===== src/rtl/ccm_pkg.sv =====
package ccm_pkg;

  typedef enum logic [3:0] {
    MD_OFF        = 4'b0000,
    MD_RSV_A      = 4'b0001,
    MD_TOGGLE     = 4'b0010,
    MD_RSV_B      = 4'b0011,
    MD_CAP_FALL   = 4'b0100,
    MD_CAP_RISE   = 4'b0101,
    MD_CAP_RISE4  = 4'b0110,
    MD_CAP_RISE16 = 4'b0111,
    MD_CMP_SET    = 4'b1000,
    MD_CMP_CLR    = 4'b1001,
    MD_CMP_IRQ    = 4'b1010,
    MD_CMP_SPEC   = 4'b1011
  } ccm_mode_e;

  function automatic logic is_capture(input logic [3:0] m);
    return m[3:2] == 2'b01;
  endfunction

  function automatic logic is_compare(input logic [3:0] m);
    return (m == MD_TOGGLE) || (m[3:2] == 2'b10);
  endfunction

  function automatic logic is_idle(input logic [3:0] m);
    return !is_capture(m) && !is_compare(m);
  endfunction

  function automatic logic drives_pin(input logic [3:0] m);
    return (m == MD_TOGGLE) || (m == MD_CMP_SET) || (m == MD_CMP_CLR);
  endfunction

  // log2 of the number of qualifying edges per capture
  function automatic logic [2:0] prescale_log2(input logic [3:0] m);
    case (m)
      MD_CAP_RISE4:  return 3'd2;
      MD_CAP_RISE16: return 3'd4;
      default:       return 3'd0;
    endcase
  endfunction

endpackage


===== src/rtl/ccm_edge_pre.sv =====
module ccm_edge_pre #(
  parameter int SYNC_STAGES = 2,
  parameter int PS_W        = 4
) (
  input  logic       clk,
  input  logic       rst_n,
  input  logic       pin_in,
  input  logic       cap_en,
  input  logic       clr,
  input  logic       sel_fall,
  input  logic [2:0] ps_log2,
  output logic       cap_stb
);

  logic [SYNC_STAGES-1:0] sync_q;
  logic                   prev_q;
  logic [PS_W-1:0]        cnt_q;
  logic [PS_W-1:0]        lim;
  logic                   pin_s, rise, fall, edge_hit;

  // synchroniser chain, one flop per stage
  for (genvar g = 0; g < SYNC_STAGES; g++) begin : g_sync
    if (g == 0) begin : g_first
      always_ff @(posedge clk) begin
        if (!rst_n) sync_q[0] <= 1'b0;
        else        sync_q[0] <= pin_in;
      end
    end else begin : g_next
      always_ff @(posedge clk) begin
        if (!rst_n) sync_q[g] <= 1'b0;
        else        sync_q[g] <= sync_q[g-1];
      end
    end
  end

  assign pin_s    = sync_q[SYNC_STAGES-1];
  assign rise     = pin_s & ~prev_q;
  assign fall     = ~pin_s & prev_q;
  assign edge_hit = sel_fall ? fall : rise;

  always_comb lim = PS_W'((32'd1 << ps_log2) - 32'd1);

  always_ff @(posedge clk) begin
    if (!rst_n) begin
      prev_q  <= 1'b0;
      cnt_q   <= '0;
      cap_stb <= 1'b0;
    end else begin
      prev_q  <= pin_s;
      cap_stb <= 1'b0;
      if (!cap_en || clr) begin
        cnt_q <= '0;
      end else if (edge_hit) begin
        if (cnt_q >= lim) begin
          cnt_q   <= '0;
          cap_stb <= 1'b1;
        end else begin
          cnt_q <= cnt_q + 1'b1;
        end
      end
    end
  end

  AST_PS_BOUND: assert property (@(posedge clk) disable iff (!rst_n)
    (cap_en && !clr) |-> (cnt_q <= lim));

  AST_STB_GAP: assert property (@(posedge clk) disable iff (!rst_n)
    cap_stb |=> !cap_stb);

  AST_CLR_PRESCALE: assert property (@(posedge clk) disable iff (!rst_n)
    clr |=> (cnt_q == '0));

endmodule


===== src/rtl/ccm_cap_port.sv =====
module ccm_cap_port #(
  parameter int TW = 16
) (
  input  logic          clk,
  input  logic          rst_n,
  input  logic          en,
  input  logic          stb,
  input  logic [TW-1:0] timer_val,
  input  logic          wr_en,
  input  logic [TW-1:0] wr_data,
  input  logic          ready,
  output logic          valid,
  output logic [TW-1:0] data,
  output logic [TW-1:0] ccr,
  output logic          irq_q
);

  logic take;
  assign take = en && stb;

  always_ff @(posedge clk) begin
    if (!rst_n) begin
      valid <= 1'b0;
      data  <= '0;
      ccr   <= '0;
      irq_q <= 1'b0;
    end else begin
      irq_q <= take;
      if (take)       ccr <= timer_val;
      else if (wr_en) ccr <= wr_data;
      if (take) data <= timer_val;
      if (!en)                valid <= 1'b0;
      else if (take)          valid <= 1'b1;
      else if (valid && ready) valid <= 1'b0;
    end
  end

  AST_CAP_HOLD: assert property (@(posedge clk) disable iff (!rst_n)
    (valid && !ready && en) |=> valid);

  AST_CAP_DATA_STABLE: assert property (@(posedge clk) disable iff (!rst_n)
    (valid && !ready && !stb) |=> $stable(data));

  AST_CAP_IRQ_GAP: assert property (@(posedge clk) disable iff (!rst_n)
    irq_q |=> !irq_q);

endmodule


===== src/rtl/ccm_cmp.sv =====
module ccm_cmp
  import ccm_pkg::*;
#(
  parameter int TW = 16
) (
  input  logic          clk,
  input  logic          rst_n,
  input  logic [3:0]    mode,
  input  logic          mode_chg,
  input  logic [TW-1:0] timer_val,
  input  logic [TW-1:0] ccr,
  output logic          pin_q,
  output logic          irq_q,
  output logic          trst_q,
  output logic          adc_q
);

  logic active, match, hold_q, fire;

  assign active = is_compare(mode);
  assign match  = (timer_val == ccr);
  assign fire   = active && match && !hold_q;

  always_ff @(posedge clk) begin
    if (!rst_n) begin
      hold_q <= 1'b0;
      pin_q  <= 1'b0;
      irq_q  <= 1'b0;
      trst_q <= 1'b0;
      adc_q  <= 1'b0;
    end else begin
      hold_q <= active && match;
      irq_q  <= fire;
      trst_q <= fire && (mode == MD_CMP_SPEC);
      adc_q  <= fire && (mode == MD_CMP_SPEC);
      if (mode_chg && mode == MD_CMP_SET) begin
        pin_q <= 1'b0;
      end else if (mode_chg && mode == MD_CMP_CLR) begin
        pin_q <= 1'b1;
      end else if (fire) begin
        case (mode)
          MD_CMP_SET: pin_q <= 1'b1;
          MD_CMP_CLR: pin_q <= 1'b0;
          MD_TOGGLE:  pin_q <= ~pin_q;
          default:    pin_q <= pin_q;
        endcase
      end else if (is_idle(mode)) begin
        pin_q <= 1'b0;
      end
    end
  end

  AST_SPECIAL_TRIO: assert property (@(posedge clk) disable iff (!rst_n)
    (trst_q || adc_q) |-> (trst_q && adc_q && irq_q));

  AST_IRQ_SINGLE: assert property (@(posedge clk) disable iff (!rst_n)
    irq_q |=> !irq_q);

  AST_HELD_MATCH_QUIET: assert property (@(posedge clk) disable iff (!rst_n)
    (hold_q && match && active && !mode_chg) |=> !irq_q);

endmodule


===== src/rtl/ccm_unit.sv =====
module ccm_unit
  import ccm_pkg::*;
#(
  parameter int TW          = 16,
  parameter int SYNC_STAGES = 2,
  parameter int PS_W        = 4
) (
  input  logic          clk,
  input  logic          rst_n,
  input  logic [3:0]    mode,
  input  logic [TW-1:0] timer_val,
  input  logic          ccr_wr_en,
  input  logic [TW-1:0] ccr_wr_data,
  input  logic          pin_in,
  output logic          pin_out,
  output logic          pin_oe,
  output logic          irq_pulse,
  output logic          timer_rst_req,
  output logic          adc_start_req,
  output logic          cap_valid,
  input  logic          cap_ready,
  output logic [TW-1:0] cap_data
);

  logic [3:0]    mode_q;
  logic          mode_chg;
  logic          cap_en;
  logic          cap_stb;
  logic [TW-1:0] ccr;
  logic          cap_irq, cmp_irq;

  always_ff @(posedge clk) begin
    if (!rst_n) mode_q <= MD_OFF;
    else        mode_q <= mode;
  end

  assign mode_chg = (mode != mode_q);
  assign cap_en   = is_capture(mode);

  ccm_edge_pre #(.SYNC_STAGES(SYNC_STAGES), .PS_W(PS_W)) u_edge (
    .clk      (clk),
    .rst_n    (rst_n),
    .pin_in   (pin_in),
    .cap_en   (cap_en),
    .clr      (mode_chg),
    .sel_fall (mode == MD_CAP_FALL),
    .ps_log2  (prescale_log2(mode)),
    .cap_stb  (cap_stb)
  );

  ccm_cap_port #(.TW(TW)) u_cap (
    .clk       (clk),
    .rst_n     (rst_n),
    .en        (cap_en),
    .stb       (cap_stb),
    .timer_val (timer_val),
    .wr_en     (ccr_wr_en),
    .wr_data   (ccr_wr_data),
    .ready     (cap_ready),
    .valid     (cap_valid),
    .data      (cap_data),
    .ccr       (ccr),
    .irq_q     (cap_irq)
  );

  ccm_cmp #(.TW(TW)) u_cmp (
    .clk       (clk),
    .rst_n     (rst_n),
    .mode      (mode),
    .mode_chg  (mode_chg),
    .timer_val (timer_val),
    .ccr       (ccr),
    .pin_q     (pin_out),
    .irq_q     (cmp_irq),
    .trst_q    (timer_rst_req),
    .adc_q     (adc_start_req)
  );

  assign irq_pulse = cap_irq | cmp_irq;
  assign pin_oe    = drives_pin(mode_q);

  AST_IDLE_QUIET: assert property (@(posedge clk) disable iff (!rst_n)
    is_idle(mode_q) |-> (!cap_valid && !irq_pulse && !timer_rst_req && !adc_start_req));

  AST_NO_DUAL_IRQ: assert property (@(posedge clk) disable iff (!rst_n)
    !(cap_irq && cmp_irq));

endmodule


===== config.mk =====
export PLATFORM = sky130hd
export DESIGN_NAME = ccm_unit
export DESIGN_NICKNAME = d
export VERILOG_FILES = /design/src/rtl/ccm_pkg.sv /design/src/rtl/ccm_edge_pre.sv /design/src/rtl/ccm_cap_port.sv /design/src/rtl/ccm_cmp.sv /design/src/rtl/ccm_unit.sv
export SDC_FILE = /design/constraint.sdc
export NUM_CORES = 1
export LEC_CHECK = 0
export ABC_AREA = 1
export CORE_MARGIN = 1.5
export CORE_UTILIZATION = 49
export CTS_CLUSTER_DIAMETER = 100
export DETAILED_ROUTE_END_ITERATION = 6
export GPL_ROUTABILITY_DRIVEN = 0
export PLACE_DENSITY = 0.81
export SYNTH_ARGS = -nofsm -noshare
export SYNTH_HDL_FRONTEND = slang
export SYNTH_SLANG_ARGS = --single-unit

===== constraint.sdc =====
create_clock -name clk -period 2.4 [get_ports clk]
set_input_delay 0.6 -clock clk [delete_from_list [all_inputs] [get_ports clk]]
set_output_delay 0.6 -clock clk [all_outputs]
set_load 0.01 [all_outputs]

# Yosys cells after proc, flatten, opt, wreduce, memory -nomap -nowiden
# Index checks and enable logic that the tools add are counted.
# word_totals
rom_bits	0
latchBits	0
register_bits	50
out_inout_bits	22
input_bits	41
n_memories	0
ram_bits	0
# op_classes
reduce_logical	23
mul	0
addsub	2
mux	12
n_bitwise	8
div_mod_pow	0
eq_ne	15
magnitude_cmp	1
shifts	1
# op_table
operator	n
two-way mux 16 bit	2
equality test 4 bit (second input constant)	5
equality test 16 bit	1
equality test 4 x 3 -> 1 bit (second input constant)	3
equality test 4 x 2 -> 1 bit (second input constant)	2
logical AND 1 bit	8
two-way mux 1 bit	7
one-hot mux 3 bit (2 select lines)	1
inequality test 5 bit (second input constant)	1
inverter 1 bit	5
adder 4 x 1 -> 4 bit (second input constant)	1
>= comparator 4 bit	1
logical OR 1 bit	4
two-way mux 4 bit	1
inequality test 4 bit	1
AND reduction 2 bit	2
nonzero test 2 bit	2
OR reduction 2 bit	2
<< shifter 1 x 3 -> 4 bit (first input constant)	1
subtractor 4 x 1 -> 4 bit (second input constant)	1
zero test 1 bit	3
one-hot mux 1 bit (3 select lines)	1
nonzero test 3 bit	1
OR reduction 3 bit	1
4 further kinds	5

# Depth between registers and ports, before layout
# depth
depth_word	7
mapped_depth	12
ltp_nobuf	12

# Cells and area by module
# A second synthesis with hierarchy kept.
# hier_totals
cells_unflattened	519
area_unflattened_um2	3184.3
# by_module_without_submodules
module	instances	cells_each	area_per_inst_um2	seq_area_each_um2
ccm_cap_port	1	249	1667.8	680.7
ccm_cmp	1	153	752.0	80.1
ccm_edge_pre	1	72	521.8	160.2
ccm_unit	1	45	242.7	80.1

# Worst setup path before layout
# No wires, ideal clock.
# synth_path
path_type	input to register
startpoint	input port mode[3]
endpoint	register u_edge.cnt_q[3]
slack_ns	0.426
t_arrival_ns	1.860
path_stages	10
t_required_ns	2.286
cell_sequence	inv_2 > nand2_4 > nor2_1 > ha_1 > ha_1 > o21ai_0 > a21boi_0 > o21ai_2 > nand2_2 > nor2_1
# synth_via
elab_chain_len	6
word_cells_on_any_way	14
# synth_rtl
item	line	text
from (decl)	ccm_unit.sv:10	input logic [3:0] mode,
equality test 4 x 3 -> 1 bit	ccm_pkg.sv:36	case (m)
one-hot mux 3 bit (2 select lines)	ccm_pkg.sv:36	
<< shifter 1 x 3 -> 4 bit	ccm_edge_pre.sv:41	always_comb lim = PS_W'((32'd1 << ps_log2) - 32'd1);
subtractor 4 x 1 -> 4 bit	ccm_edge_pre.sv:41	
>= comparator 4 bit	ccm_edge_pre.sv:54	if (cnt_q >= lim) begin
two-way mux 4 bit	ccm_edge_pre.sv:54	
to (signal assigned)	ccm_edge_pre.sv:58	cnt_q <= cnt_q + 1'b1;
to (decl)	ccm_edge_pre.sv:17	logic [PS_W-1:0] cnt_q;
# Several ways; a longest one is shown, not always the timed one.
# A chain may end at the register's enable or synchronous reset.

# Final worst setup path
# layout_path
startpoint	input port mode[1]
endpoint	register u_edge.cnt_q[0]
# Same word-level chain as after synthesis.

==> impl_metrics.env <==
export IMPL_hold_class="reg2reg"
export IMPL_totalWireLength_mm=5.74
export IMPL_crit_start="mode[1]"
export IMPL_maxCapViolations=0
export IMPL_yosysTopAreaCell="dfxtp_1"
export IMPL_worstSetupEndpointType="register"
export IMPL_critPathTopFamily="adder cells"
export IMPL_grt_first_pass_wirelength_mm=9.67
export IMPL_ys_ff_latch=50
export IMPL_ys_types=34
export IMPL_p_int_mw=1.18
export IMPL_synth_top_area_share=0.403
export IMPL_yosys_warnings=0
export IMPL_cp_start_kind="input port"
export IMPL_cts_buffers=5
export IMPL_clk_pin_slew_worst_paths_ps=90
export IMPL_diodes=0
export IMPL_syn_cell_area_um2=2480
export IMPL_coreArea_um2=4820
export IMPL_dieArea_um2=5510
export IMPL_design_area_um2=3330
export IMPL_drt_antenna_violating_nets=0
export IMPL_synth_nets=412
export IMPL_worstSkewPairLatency_ps=320
export IMPL_wl_per_cell_um=11.3
export IMPL_critical_path_slowest_cell="clkdlybuf4s50_1"
export IMPL_p_seq_frac=0.535
export IMPL_irDropWorstVdd_mv=0.299
export IMPL_num_rows=25
export IMPL_cp_common_cell="ha_1"
export IMPL_rsz0062_at_grt="false"
export IMPL_multi_input_area_um2=1170
export IMPL_placed_area_um2=3240
export IMPL_die_y_um=74.2
export IMPL_outcome="complete, no violations"
export IMPL_initial_core_util=0.516
export IMPL_drive_gt1_frac=0.0911
export IMPL_ys_top_cells_by_area="dfxtp_1 (40%), nand2_1 (20%), inv_1 (9.2%)"
export IMPL_synth_cells=365
export IMPL_slowest_delay_ps=490
export IMPL_postCtsHoldBufs=0
export IMPL_n_fill_cell=429
export IMPL_grt_pass1_vias=2188
export IMPL_route_vias_total=2388
export IMPL_combPwrFrac=0.148
export IMPL_post_cts_buffers=0
export IMPL_layout_nets=485
export IMPL_io_buffer_count=62
export IMPL_period_minus_slack_ps=2260
export IMPL_htree_levels=2
export IMPL_sw_frac_of_total=0.266
export IMPL_grt_use_total=0.229
export IMPL_die_w_um=74.2
export IMPL_power_density_nw_per_um2=485
export IMPL_r2r_setup_slack_ps=770
export IMPL_p_clk_frac=0.317
export IMPL_switchingPower_mw=0.429
export IMPL_gr_usage_met2=0.379
export IMPL_antenna_found_initial=0
export IMPL_fin_skew_ps=13.1
export IMPL_slew_headroom=0.759
export IMPL_setup_viol_count_final=0
export IMPL_grt_max_degree=23
export IMPL_ys_seq_area_frac=0.403
export IMPL_tns_ps=0
export IMPL_crit_buf_inv=2
export IMPL_regArea_um2=1000
export IMPL_clockBufferDepth=2
export IMPL_critPathKind="in2reg"
export IMPL_fmax_mhz=442
export IMPL_ios=63
export IMPL_tritoncts="built"
export IMPL_hold_viol=0
export IMPL_drv_slew=0
export IMPL_path_max_fanout=4
export IMPL_root_buffer="clkbuf_8"
export IMPL_grt_util_met1=0.297
export IMPL_worst_pin_slew_ps=362
export IMPL_min_from="u_edge.sync_q[0]$_SDFF_PN0_"
export IMPL_use_met3=0.0379
export IMPL_p_leak_nw=1.53
export IMPL_overflow=0
export IMPL_via_per_inst=4.72
export IMPL_grt_busiest_layer="met2"
export IMPL_syn_avg_cell_area_um2=6.81
export IMPL_crit_chain="clkdlybuf4s50_1 > inv_2 > nor2_2 > nand2_1 > ha_1 > ha_1 > o21ai_0 > a21boi_0 > o21ai_2 > nand2_2 > a21oi_1"
export IMPL_r2r_start="u_edge.cnt_q[0]$_SDFFE_PP0P_"
export IMPL_period_share=0.943
export IMPL_drc=0
export IMPL_drt_initial_drc_count=132
export IMPL_cp_required_ps=2650
export IMPL_clock_sinks=50
export IMPL_arrival_ps=2510
export IMPL_area_growth_pct=33.9
export IMPL_dr_pass1_iters=4
export IMPL_dp_hpwl_mm=4.34
## power groups by stage
stage          Clock [mW]  Sequential, mW  Combinational [mW]
2_1_floorplan           0           0.881               0.118
3_3_place_gp            0           0.882               0.232
3_5_place_dp            0           0.883               0.236
4_1_cts             0.518           0.864               0.238
5_1_grt             0.546           0.867               0.267
6_report            0.511           0.864               0.238
## per-layer routing
layer / vias up / wire, um
met5: - / 0
met4: 0 / 97
met3: 10 / 358
met2: 66 / 2770
met1: 1050 / 2510
li1: 1262 / -
## cells in the mapped netlist (all sizes together)
library cell and count:
clkinv 1, nand4 4, xnor2 7, o211ai 4
nor3 4, a211oi 1, a21boi 2, inv 67
ha 6, xor2 3, buf 5, nor2 27
clkbuf 4, nand2 136, a21oi 20, a31oi 12
nor4 1, o21ai 4, nand3 6, or2 1
dfxtp 50
## metrics by stage
| stage | util | power, mW | cells | hold slack, ps | setup WS (ps) |
|---|---|---|---|---|---|
| 2_1_floorplan | - | 0.999 | 365 | 390 | 426 |
| 3_3_place_gp | 0.672 | 1.11 | 498 | 396 | -100 |
| 3_5_place_dp | 0.672 | 1.12 | 498 | 410 | -130 |
| 4_1_cts | 0.690 | 1.62 | 506 | 430 | 116 |
| 5_1_grt | 0.691 | 1.68 | 506 | 449 | 27.1 |
| 6_report | 0.691 | 1.61 | 506 | 428 | 138 |
## tightest hold or removal path, cell delays in order (launching register included)
cell	delay [ps]
dfxtp_1	310
nand2_1	50
inv_1	30
## sequential cells by signal (all words and copies together), names as in the netlist
name            cells
u_edge.cap_stb      1
u_edge.sync_q       1
u_cap.ccr          16
u_cmp.pin_q         1
mode_q              4
u_edge.pin_s        1
u_cap.irq_q         1
u_cmp.trst_q        1
u_cmp.hold_q        1
u_cmp.irq_q         1
u_cap.data         16
u_cap.valid         1
u_edge.cnt_q        4
u_edge.prev_q       1
## cell families (layout without fill, tap and decap cells)
group	count (synthesis)	in the layout	share of synthesized area
compound gates	43	43	0.101
xor+xnor	10	10	0.0352
fa+ha+maj	6	6	0.0302
buf+inv	77	151	0.126
flops	50	50	0.403
simple gates	179	179	0.305
## timing repair
action,CTS,global route
resized for setup,0,1
hold endpoints to repair,0,0
endpoints found under the setup margin,0,1
## final cells by class
cell class,count,share of cell area
Sequential cell,50,0.301
Clock inverter,2,0.00526
Timing Repair Buffer,75,0.216
Tap cell,67,0.0252
Multi-Input combinational cell,238,0.353
Clock buffer,6,0.0218
Inverter,68,0.0786
## path summary, 6_finish.rpt
check | to | cells after the start
worst min register to register | u_edge.pin_s$_SDFF_PN0_ | 2
worst min-delay path | u_edge.pin_s$_SDFF_PN0_ | 2
worst max register to register | u_edge.cnt_q[0]$_SDFFE_PP0P_ | 9
worst max-delay path | u_edge.cnt_q[0]$_SDFFE_PP0P_ | 11
## cells in the final DEF, fill, tap and decap left out, drive strengths merged
cell / instances
a211oi: 1
a21boi: 2
a21oi: 20
a31oi: 12
buf: 13
clkbuf: 6
clkdlybuf4s50: 62
clkinv: 2
dfxtp: 50
ha: 6
inv: 68
nand2: 136
nand3: 6
nand4: 4
nor2: 27
nor3: 4
nor4: 1
o211ai: 4
o21ai: 4
or2: 1
xnor2: 7
xor2: 3
(Power assumes the default switching activity.)
